File: config.mk
export PLATFORM = sky130hd
export DESIGN_NAME = pixel_sparse_scan
export DESIGN_NICKNAME = d
export VERILOG_FILES = /design/src/rtl/pss_pkg.sv /design/src/rtl/first_set_finder.sv /design/src/rtl/hit_latch_array.sv /design/src/rtl/pixel_sparse_scan.sv
export SDC_FILE = /design/constraint.sdc
export NUM_CORES = 2
export LEC_CHECK = 0
export BUFFER_PORTS_ARGS = -buffer_cell sky130_fd_sc_hd__buf_2
export CAP_MARGIN = 20
export CORE_MARGIN = 2
export CORE_UTILIZATION = 39
export CTS_CLUSTER_DIAMETER = 40
export DETAILED_ROUTE_END_ITERATION = 16
export SETUP_SLACK_MARGIN = 0.02
export SLEW_MARGIN = 0
export SYNTH_ARGS = -nofsm -noshare
export SYNTH_HDL_FRONTEND = slang
export SYNTH_HIERARCHICAL = 1
export SYNTH_SLANG_ARGS = --single-unit
File: constraint.sdc
create_clock -name clk -period 6.11 [get_ports clk]
set_input_delay 0.9165 -clock clk [delete_from_list [all_inputs] [get_ports clk]]
set_output_delay 0.9165 -clock clk [all_outputs]
set_load 0.03 [all_outputs]
File: src/rtl/pss_pkg.sv
package pss_pkg;
   typedef enum logic [1:0] {
      ST_IDLE = 2'd0,
      ST_SEEK = 2'd1,
      ST_WALK = 2'd2
   } scan_state_t;
endpackage

File: src/rtl/first_set_finder.sv
module first_set_finder #(
   parameter int W     = 24,
   parameter int IDX_W = 5
) (
   input  logic [W-1:0]     vec_i,
   output logic             any_o,
   output logic [IDX_W-1:0] idx_o
);
   initial begin
      assert (W <= (1 << IDX_W)) else $error("index width too small for vector");
   end

   always_comb begin
      any_o = |vec_i;
      idx_o = '0;
      for (int i = W - 1; i >= 0; i--) begin
         if (vec_i[i]) idx_o = IDX_W'(i);
      end
   end
endmodule

File: src/rtl/hit_latch_array.sv
module hit_latch_array #(
   parameter int NPIX = 576
) (
   input  logic            clk,
   input  logic            rst_n,
   input  logic            gate_i,
   input  logic            fast_clr_i,
   input  logic [NPIX-1:0] hit_i,
   input  logic [NPIX-1:0] clr_mask_i,
   output logic [NPIX-1:0] latch_q
);
   logic [NPIX-1:0] capture;

   assign capture = gate_i ? hit_i : '0;

   always_ff @(posedge clk) begin
      if (!rst_n || fast_clr_i) latch_q <= '0;
      else                      latch_q <= (latch_q & ~clr_mask_i) | capture;
   end

   AST_FAST_CLR_EMPTIES: assert property (@(posedge clk) disable iff (!rst_n)
      fast_clr_i |=> (latch_q == '0));

   AST_NO_CAPTURE_UNGATED: assert property (@(posedge clk) disable iff (!rst_n)
      !gate_i |=> ((latch_q & ~$past(latch_q)) == '0));

   AST_CLEAR_ONE_AT_A_TIME: assert property (@(posedge clk) disable iff (!rst_n)
      $onehot0(clr_mask_i));

   AST_REPORTED_GONE: assert property (@(posedge clk) disable iff (!rst_n)
      (clr_mask_i != '0) && !gate_i |=> ((latch_q & $past(clr_mask_i)) == '0));
endmodule

File: src/rtl/pixel_sparse_scan.sv
module pixel_sparse_scan #(
   parameter int NUM_COLS  = 24,
   parameter int NUM_LINES = 24,
   parameter int COL_W     = 5,
   parameter int LINE_W    = 5
) (
   input  logic                            clk,
   input  logic                            rst_n,
   input  logic                            gate_i,
   input  logic                            fast_clr_i,
   input  logic [NUM_LINES*NUM_COLS-1:0]   hit_i,
   input  logic                            scan_start_i,
   output logic                            addr_valid_o,
   output logic [LINE_W+COL_W-1:0]         addr_o,
   output logic                            done_o
);
   import pss_pkg::*;

   localparam int NPIX   = NUM_LINES * NUM_COLS;
   localparam int ADDR_W = LINE_W + COL_W;

   initial begin
      assert (NUM_COLS  >= 1 && NUM_COLS  <= (1 << COL_W))  else $error("NUM_COLS out of range");
      assert (NUM_LINES >= 1 && NUM_LINES <= (1 << LINE_W)) else $error("NUM_LINES out of range");
   end

   scan_state_t         state;
   logic [LINE_W-1:0]   cur_line;
   logic [NPIX-1:0]     latch_q;
   logic [NPIX-1:0]     clr_mask;
   logic [NUM_LINES-1:0] line_any;
   logic [NUM_COLS-1:0] rows [NUM_LINES];
   logic [NUM_COLS-1:0] row_bits;
   logic                any_line, any_col, walk_hit;
   logic [LINE_W-1:0]   first_line;
   logic [COL_W-1:0]    first_col;

   hit_latch_array #(.NPIX(NPIX)) u_latches (
      .clk        (clk),
      .rst_n      (rst_n),
      .gate_i     (gate_i),
      .fast_clr_i (fast_clr_i),
      .hit_i      (hit_i),
      .clr_mask_i (clr_mask),
      .latch_q    (latch_q)
   );

   for (genvar l = 0; l < NUM_LINES; l++) begin : g_line
      assign rows[l]     = latch_q[l*NUM_COLS +: NUM_COLS];
      assign line_any[l] = |rows[l];
   end

   assign row_bits = rows[cur_line];

   first_set_finder #(.W(NUM_LINES), .IDX_W(LINE_W)) u_line_pick (
      .vec_i (line_any),
      .any_o (any_line),
      .idx_o (first_line)
   );

   first_set_finder #(.W(NUM_COLS), .IDX_W(COL_W)) u_col_pick (
      .vec_i (row_bits),
      .any_o (any_col),
      .idx_o (first_col)
   );

   assign walk_hit = (state == ST_WALK) && any_col;

   for (genvar l = 0; l < NUM_LINES; l++) begin : g_clr_line
      for (genvar c = 0; c < NUM_COLS; c++) begin : g_clr_col
         assign clr_mask[l*NUM_COLS + c] = walk_hit && (cur_line == LINE_W'(l))
                                           && (first_col == COL_W'(c));
      end
   end

   always_ff @(posedge clk) begin
      if (!rst_n) begin
         state        <= ST_IDLE;
         cur_line     <= '0;
         addr_valid_o <= 1'b0;
         addr_o       <= '0;
         done_o       <= 1'b0;
      end else begin
         addr_valid_o <= 1'b0;
         case (state)
            ST_IDLE: begin
               if (scan_start_i) begin
                  done_o <= 1'b0;
                  state  <= ST_SEEK;
               end
            end
            ST_SEEK: begin
               if (any_line) begin
                  cur_line <= first_line;
                  state    <= ST_WALK;
               end else begin
                  done_o <= 1'b1;
                  state  <= ST_IDLE;
               end
            end
            ST_WALK: begin
               if (any_col) begin
                  addr_valid_o <= 1'b1;
                  addr_o       <= {cur_line, first_col};
               end else begin
                  state <= ST_SEEK;
               end
            end
            default: state <= ST_IDLE;
         endcase
      end
   end

   AST_COLS_ASCEND: assert property (@(posedge clk) disable iff (!rst_n)
      addr_valid_o && $past(addr_valid_o) |->
         (addr_o[ADDR_W-1:COL_W] == $past(addr_o[ADDR_W-1:COL_W]))
         && (addr_o[COL_W-1:0] > $past(addr_o[COL_W-1:0])));

   AST_ADDR_IN_ARRAY: assert property (@(posedge clk) disable iff (!rst_n)
      addr_valid_o |-> (int'(addr_o[COL_W-1:0]) < NUM_COLS)
                    && (int'(addr_o[ADDR_W-1:COL_W]) < NUM_LINES));

   AST_DONE_EXCLUSIVE: assert property (@(posedge clk) disable iff (!rst_n)
      !(done_o && addr_valid_o));

   AST_DONE_HELD: assert property (@(posedge clk) disable iff (!rst_n)
      done_o && !scan_start_i |=> done_o);

   AST_WALK_LINE_VALID: assert property (@(posedge clk) disable iff (!rst_n)
      (state == ST_WALK) |-> (int'(cur_line) < NUM_LINES));
endmodule

Word-level counts from Yosys, hierarchy flattened
Cells that the tools add are included.

word-level totals
  output and inout bits = 12
  bits in registers = 595

operators by class
  muxes and demuxes = 60
  reductions and logical operators = 638
  bitwise operators = 4
  equality and inequality tests = 51
  order comparisons = 1

operator list
  kind                                                                   count
  1-bit logical AND                                                      601
  24-bit OR reduction                                                    25
  576-bit AND                                                            1
  576-bit two-way mux                                                    1
  576-bit NOT                                                            1
  576-bit bitwise OR                                                     1
  576-bit OR reduction                                                   1
  5-bit two-way mux                                                      48
  24-bit binary-select mux with 5-bit select                             1
  5-bit by 4-bit equality test with 1-bit output, second input constant  16
  5-bit equality test, second input constant                             16
  24-bit two-way mux                                                     2
  5-bit by 3-bit equality test with 1-bit output, second input constant  8
  5-bit by 2-bit equality test with 1-bit output, second input constant  4
  5-bit by 1-bit equality test with 1-bit output, second input constant  2
  5-bit logical NOT                                                      2
  2-bit AND reduction                                                    4
  6-bit greater-or-equal comparator, second input constant               1
  2-bit two-way mux                                                      3
  2-bit inequality test, second input constant                           3
  5-bit NOT with 6-bit output                                            1
  2-bit case mux with 3 select lines                                     1
  1-bit two-way mux                                                      3
  3-bit AND reduction                                                    1
  other kinds (7)                                                        7

Depth between registers and ports, before layout
  depth after elaboration = 33
  mapped depth = 18
  gate-level depth less buffers = 14

Hierarchy
The synthesis kept the hierarchy.

modules (own cells, without submodules)
  module             seq. area each (um2)  cells an instance  times used  area an instance (um2)
  hit_latch_array    11,531.1              2,433              1           21,246.6
  pixel_sparse_scan  380.4                 1,591              1           9,676.8
  first_set_finder   0.0                   48                 2           309.0

Worst setup path after synthesis
Ideal clock, no wire load.

  path kind = register to register
  start point = reg cur_line[1]
  end point = reg u_latches.latch_q[28]
  stages on the path, launching flop included = 16
  setup time = 120 ps
  data arrival time = 3,715 ps
  buffers on the path = 3
  setup slack = 2,276 ps
  cell sequence = dfxtp_1 buf_2 clkbuf_1 mux2_2 a211oi_1 a32oi_1 or4_4 o21ai_2 a21oi_1 nor4b_2 nor3b_1 nand2_1 clkbuf_1 nor2_1 nand2b_1 a21oi_1

RTL lines
  what                                                   line                     RTL
  start: declaration                                     pixel_sparse_scan.sv:28  logic [LINE_W-1:0] cur_line;
  start signal: assignment                               pixel_sparse_scan.sv:94  cur_line <= first_line;
  5-bit NOT with 6-bit output (not written as such)      pixel_sparse_scan.sv:53  assign row_bits = rows[cur_line];
  24-bit binary-select mux with 5-bit select             pixel_sparse_scan.sv:53
  24-bit two-way mux (not written as such) (2 in a row)  pixel_sparse_scan.sv:53
  named net row_bits[16]                                 pixel_sparse_scan.sv:33  logic [NUM_COLS-1:0] row_bits;
  5-bit two-way mux (17 in a row)                        first_set_finder.sv:17   if (vec_i[i]) idx_o = IDX_W'(i);
  named net first_col[2]                                 pixel_sparse_scan.sv:36  logic [COL_W-1:0] first_col;
  5-bit by 3-bit equality test with 1-bit output         pixel_sparse_scan.sv:72  && (first_col == COL_W'(c));
  1-bit logical AND                                      pixel_sparse_scan.sv:72
  named net clr_mask[28]                                 pixel_sparse_scan.sv:30  logic [NPIX-1:0] clr_mask;
  576-bit NOT                                            hit_latch_array.sv:18    else latch_q <= (latch_q & ~clr_mask_i) | capture;
  576-bit AND                                            hit_latch_array.sv:18
  576-bit bitwise OR                                     hit_latch_array.sv:18
  end signal: assignment                                 hit_latch_array.sv:18
  end: declaration                                       hit_latch_array.sv:10    output logic [NPIX-1:0] latch_q

The timed path passes the listed nets, and every way through them passes these cells. The select of a mux whose other input is x is not followed.
A chain may end at the register's enable or synchronous reset.

Worst setup path after layout
  start point = reg cur_line[2]
  end point = reg u_latches.latch_q[411]

RTL lines
  what                                                   line
  5-bit NOT with 6-bit output (not written as such)      pixel_sparse_scan.sv:53
  24-bit binary-select mux with 5-bit select             pixel_sparse_scan.sv:53
  24-bit two-way mux (not written as such) (2 in a row)  pixel_sparse_scan.sv:53
  named net row_bits[19]                                 pixel_sparse_scan.sv:33
  5-bit two-way mux (20 in a row)                        first_set_finder.sv:17
  named net first_col[2]                                 pixel_sparse_scan.sv:36
  5-bit by 2-bit equality test with 1-bit output         pixel_sparse_scan.sv:72
  1-bit logical AND                                      pixel_sparse_scan.sv:72
  named net clr_mask[411]                                pixel_sparse_scan.sv:30
  576-bit NOT                                            hit_latch_array.sv:18
  576-bit AND                                            hit_latch_array.sv:18
  576-bit bitwise OR                                     hit_latch_array.sv:18

The timed path passes the listed nets, and every way through them passes these cells. The select of a mux whose other input is x is not followed.

==> results.ini <==
[clock_network]
root_buffer=clkbuf_16
hold_buffers=0
clk_latency_ps=680
post-cts-setup-buffers=0
cts_tree=yes
clkSinkCount=595
cts_resized=0
cts_inserted_buffers=103
clk_transition_reported_paths_ps=50
clk_path_buf_depth=3
cts.htree.levels=3

[floorplan]
io_pins=593
die_h_microns=288
rows=104
floorplan.initialDensity=0.393
die_area_sq_um=83200
chipWidth_microns=288
coreArea_sq_um=80300

[worst_setup_path]
cp_slowest_cell=dfxtp_4
cp-end-kind=register
worst_path_largest_cell_delay_ps=850
critical_path_class=reg2reg
crit_buf_inv=2
cp_cell_sequence=buf_4, mux2i_1, a22oi_1, nand3_1, a32oi_1, or4_4, o21ai_2, a21oi_1, nor4b_2, nor3_1, nand2_1, buf_4, nor2_1, nand2b_1, a21oi_1
start_kind=register
crit_fanout=48
required_ps=6670
crit_family=simple AND/OR/NAND/NOR gates
crit_arrival_ps=5980

[sta]
max_freq_ghz=0.185
tightest_slew_ps=1170
fin_setup_tns_ps=0
skew_ps=40.6
setup_viol=0
hold_ws_ps=485
slew_violations=0
fin_crit_ps=5420
finalHoldViolCount=0
slew-limit-headroom=0.217
rsz0062_at_grt=no
period_share=0.887

[power]
p_leak_nw=13.9
powerDensity_nw_per_um2=301
ir_worst_vdd_v=0.000198

[drt]
wl_per_cell_microns=25.8
drt_iter0_markers=3722
dr.pass1.iters=8
wirelength_microns=149000
ant_nets=0
route.detailed.drc=0
viasPerCell=5.62
vias=32500

[yosys]
syn_avg_cell_area_sq_um=7.66
synth_nets=4701
ys_types=45
synth_flop_cell=dfxtp_1
ys_seq_elements=595
ys_seq_area_frac=0.378
synth_edf_count=0
synth_warnings=6
ys_async_sr_fraction=0
synth_cells=4120
syn_area_sq_um=31500

[grt]
grt_usage=0.345
grt_pass1_wl_microns=209000
grt-ovfl-total=0
grt_max_degree=229
grt_pass1_vias=30900
antenna_found_initial=7

[min_path]
min_path_type=in2reg

[layout]
area_growth_syn_to_layout_pct=22.5
drive_gt1_frac=0.203
nets=5208
fill_cells=8077

[outcome]
status=finished, final reports clean

[flow_run]
cap_viol_max_count=0

[place]
io_buffers=592
globalplace.congestion=0.966
place_hpwl_microns=112000

-- cell families after synthesis --
group | count (synthesis) | synth area share
multiplexers | 278 | 0.0987
AO/OA/AOI/OAI | 760 | 0.136
buffers and inverters | 310 | 0.0572
flip-flops | 595 | 0.378
AND/OR/NAND/NOR | 2177 | 0.331
-- routing by layer --
metal  routed length, microns  share of wire  GRT usage  up-vias
met3                    12000          0.080     0.0623      330
li1                         -              -          -    15000
met1                    62100           0.42      0.452    15500
met2                    66200           0.44      0.539     1573
met4                     8650          0.058      0.182        4
met5                       25        0.00017          0        -
-- tightest hold or removal path: cells and delay by family --
family | cells | cell delay [ps]
buffers and inverters | 1 | 90
AND/OR/NAND/NOR | 1 | 50
AO/OA/AOI/OAI | 1 | 50
-- state kept, by name (all words and copies together) (netlist names) --
name and count:
cur_line 5, done_o 1, addr_o 10, state 2
u_latches/latch_q 576, addr_valid_o 1
-- cells in the final DEF, fill, tap and decap left out, types with 3 or more instances in the layout --
cell type and n:
nor2b_1 10, nor4b_2 4, clkbuf_16 105, nand3_1 49, and2_1 3, nand2b_1 580, buf_4 101, a211oi_1 23
inv_1 6, nand2_1 680, o21ai_0 9, nor3b_1 5, buf_12 11, inv_6 10, o21bai_1 6, clkinv_2 19
o311ai_0 4, mux2_2 25, mux2i_1 229, buf_2 591, clkinvlp_4 10, a221oi_1 26, clkinv_8 3, dfxtp_1 592
nand3b_1 3, a21oi_1 585, nor3_1 10, nor4_2 3, and4_1 24, a31oi_1 4, a32oi_1 23, nor2_1 640
nor4_1 150, clkbuf_1 13, a22oi_1 72, bufinv_16 9, mux4_2 24, clkbuf_8 21, o211ai_1 4
-- final timing paths --
kind,start,to,slack (ps),depth (start not counted)
worst min-delay path,hit_i[335],u_latches/latch_q[335],490,3
worst max-delay path,cur_line[2],u_latches/latch_q[411],690,15
worst min register to register,u_latches/latch_q[522],u_latches/latch_q[522],490,2
worst max register to register,cur_line[2],u_latches/latch_q[411],690,15
-- final cells by class --
cell class | count | area, sq um | share of cell area
diodes | 2 | 5.00 | 0.000130
well taps | 1060 | 1330 | 0.0343
clock buffers | 139 | 2970 | 0.0767
inverters | 8 | 30.0 | 0.000777
repair buffers | 704 | 3950 | 0.102
multi-input cells | 3215 | 17800 | 0.461
flip-flops and latches | 595 | 11900 | 0.308
clock inverters | 54 | 614 | 0.0159
-- Yosys cell counts (all sizes together) (24+ instances only) --
cell type  number  area share
a22oi          72       0.017
a21oi         585       0.093
nor2          641       0.076
mux2i         229       0.073
and4           24      0.0067
nor4          155       0.032
nand2b        581        0.12
mux2           25      0.0089
dfxtp         595        0.38
clkbuf        130       0.015
mux4           24       0.017
buf           172       0.041
a221oi         26      0.0072
nand2         680       0.081
nand3          49      0.0078
-- stage by stage --
| stage | setup slack [ps] | std cells | total power, mW | cell area (sq um) | utilization |
|---|---|---|---|---|---|
| after detailed placement | 832 | 5582 | 5.72 | 35100 | 0.437 |
| after floorplan | 2280 | 4120 | 4.94 | 31500 | - |
| after CTS | 800 | 5775 | 11.6 | 38600 | 0.481 |
| after global routing | 388 | 5775 | 11.9 | 38600 | 0.481 |
| after global placement | 802 | 5582 | 5.72 | 35100 | 0.437 |
| final | 691 | 5777 | 11.6 | 38600 | 0.481 |
-- where the power goes --
part,switching (mW),leakage (nW),internal [mW]
logic,1.03,7.34,0.483
clock network,2.15,1.75,3.79
registers,0.151,4.85,4.03
total,3.33,13.9,8.30
No activity file was read; power rests on OpenSTA's default activity.
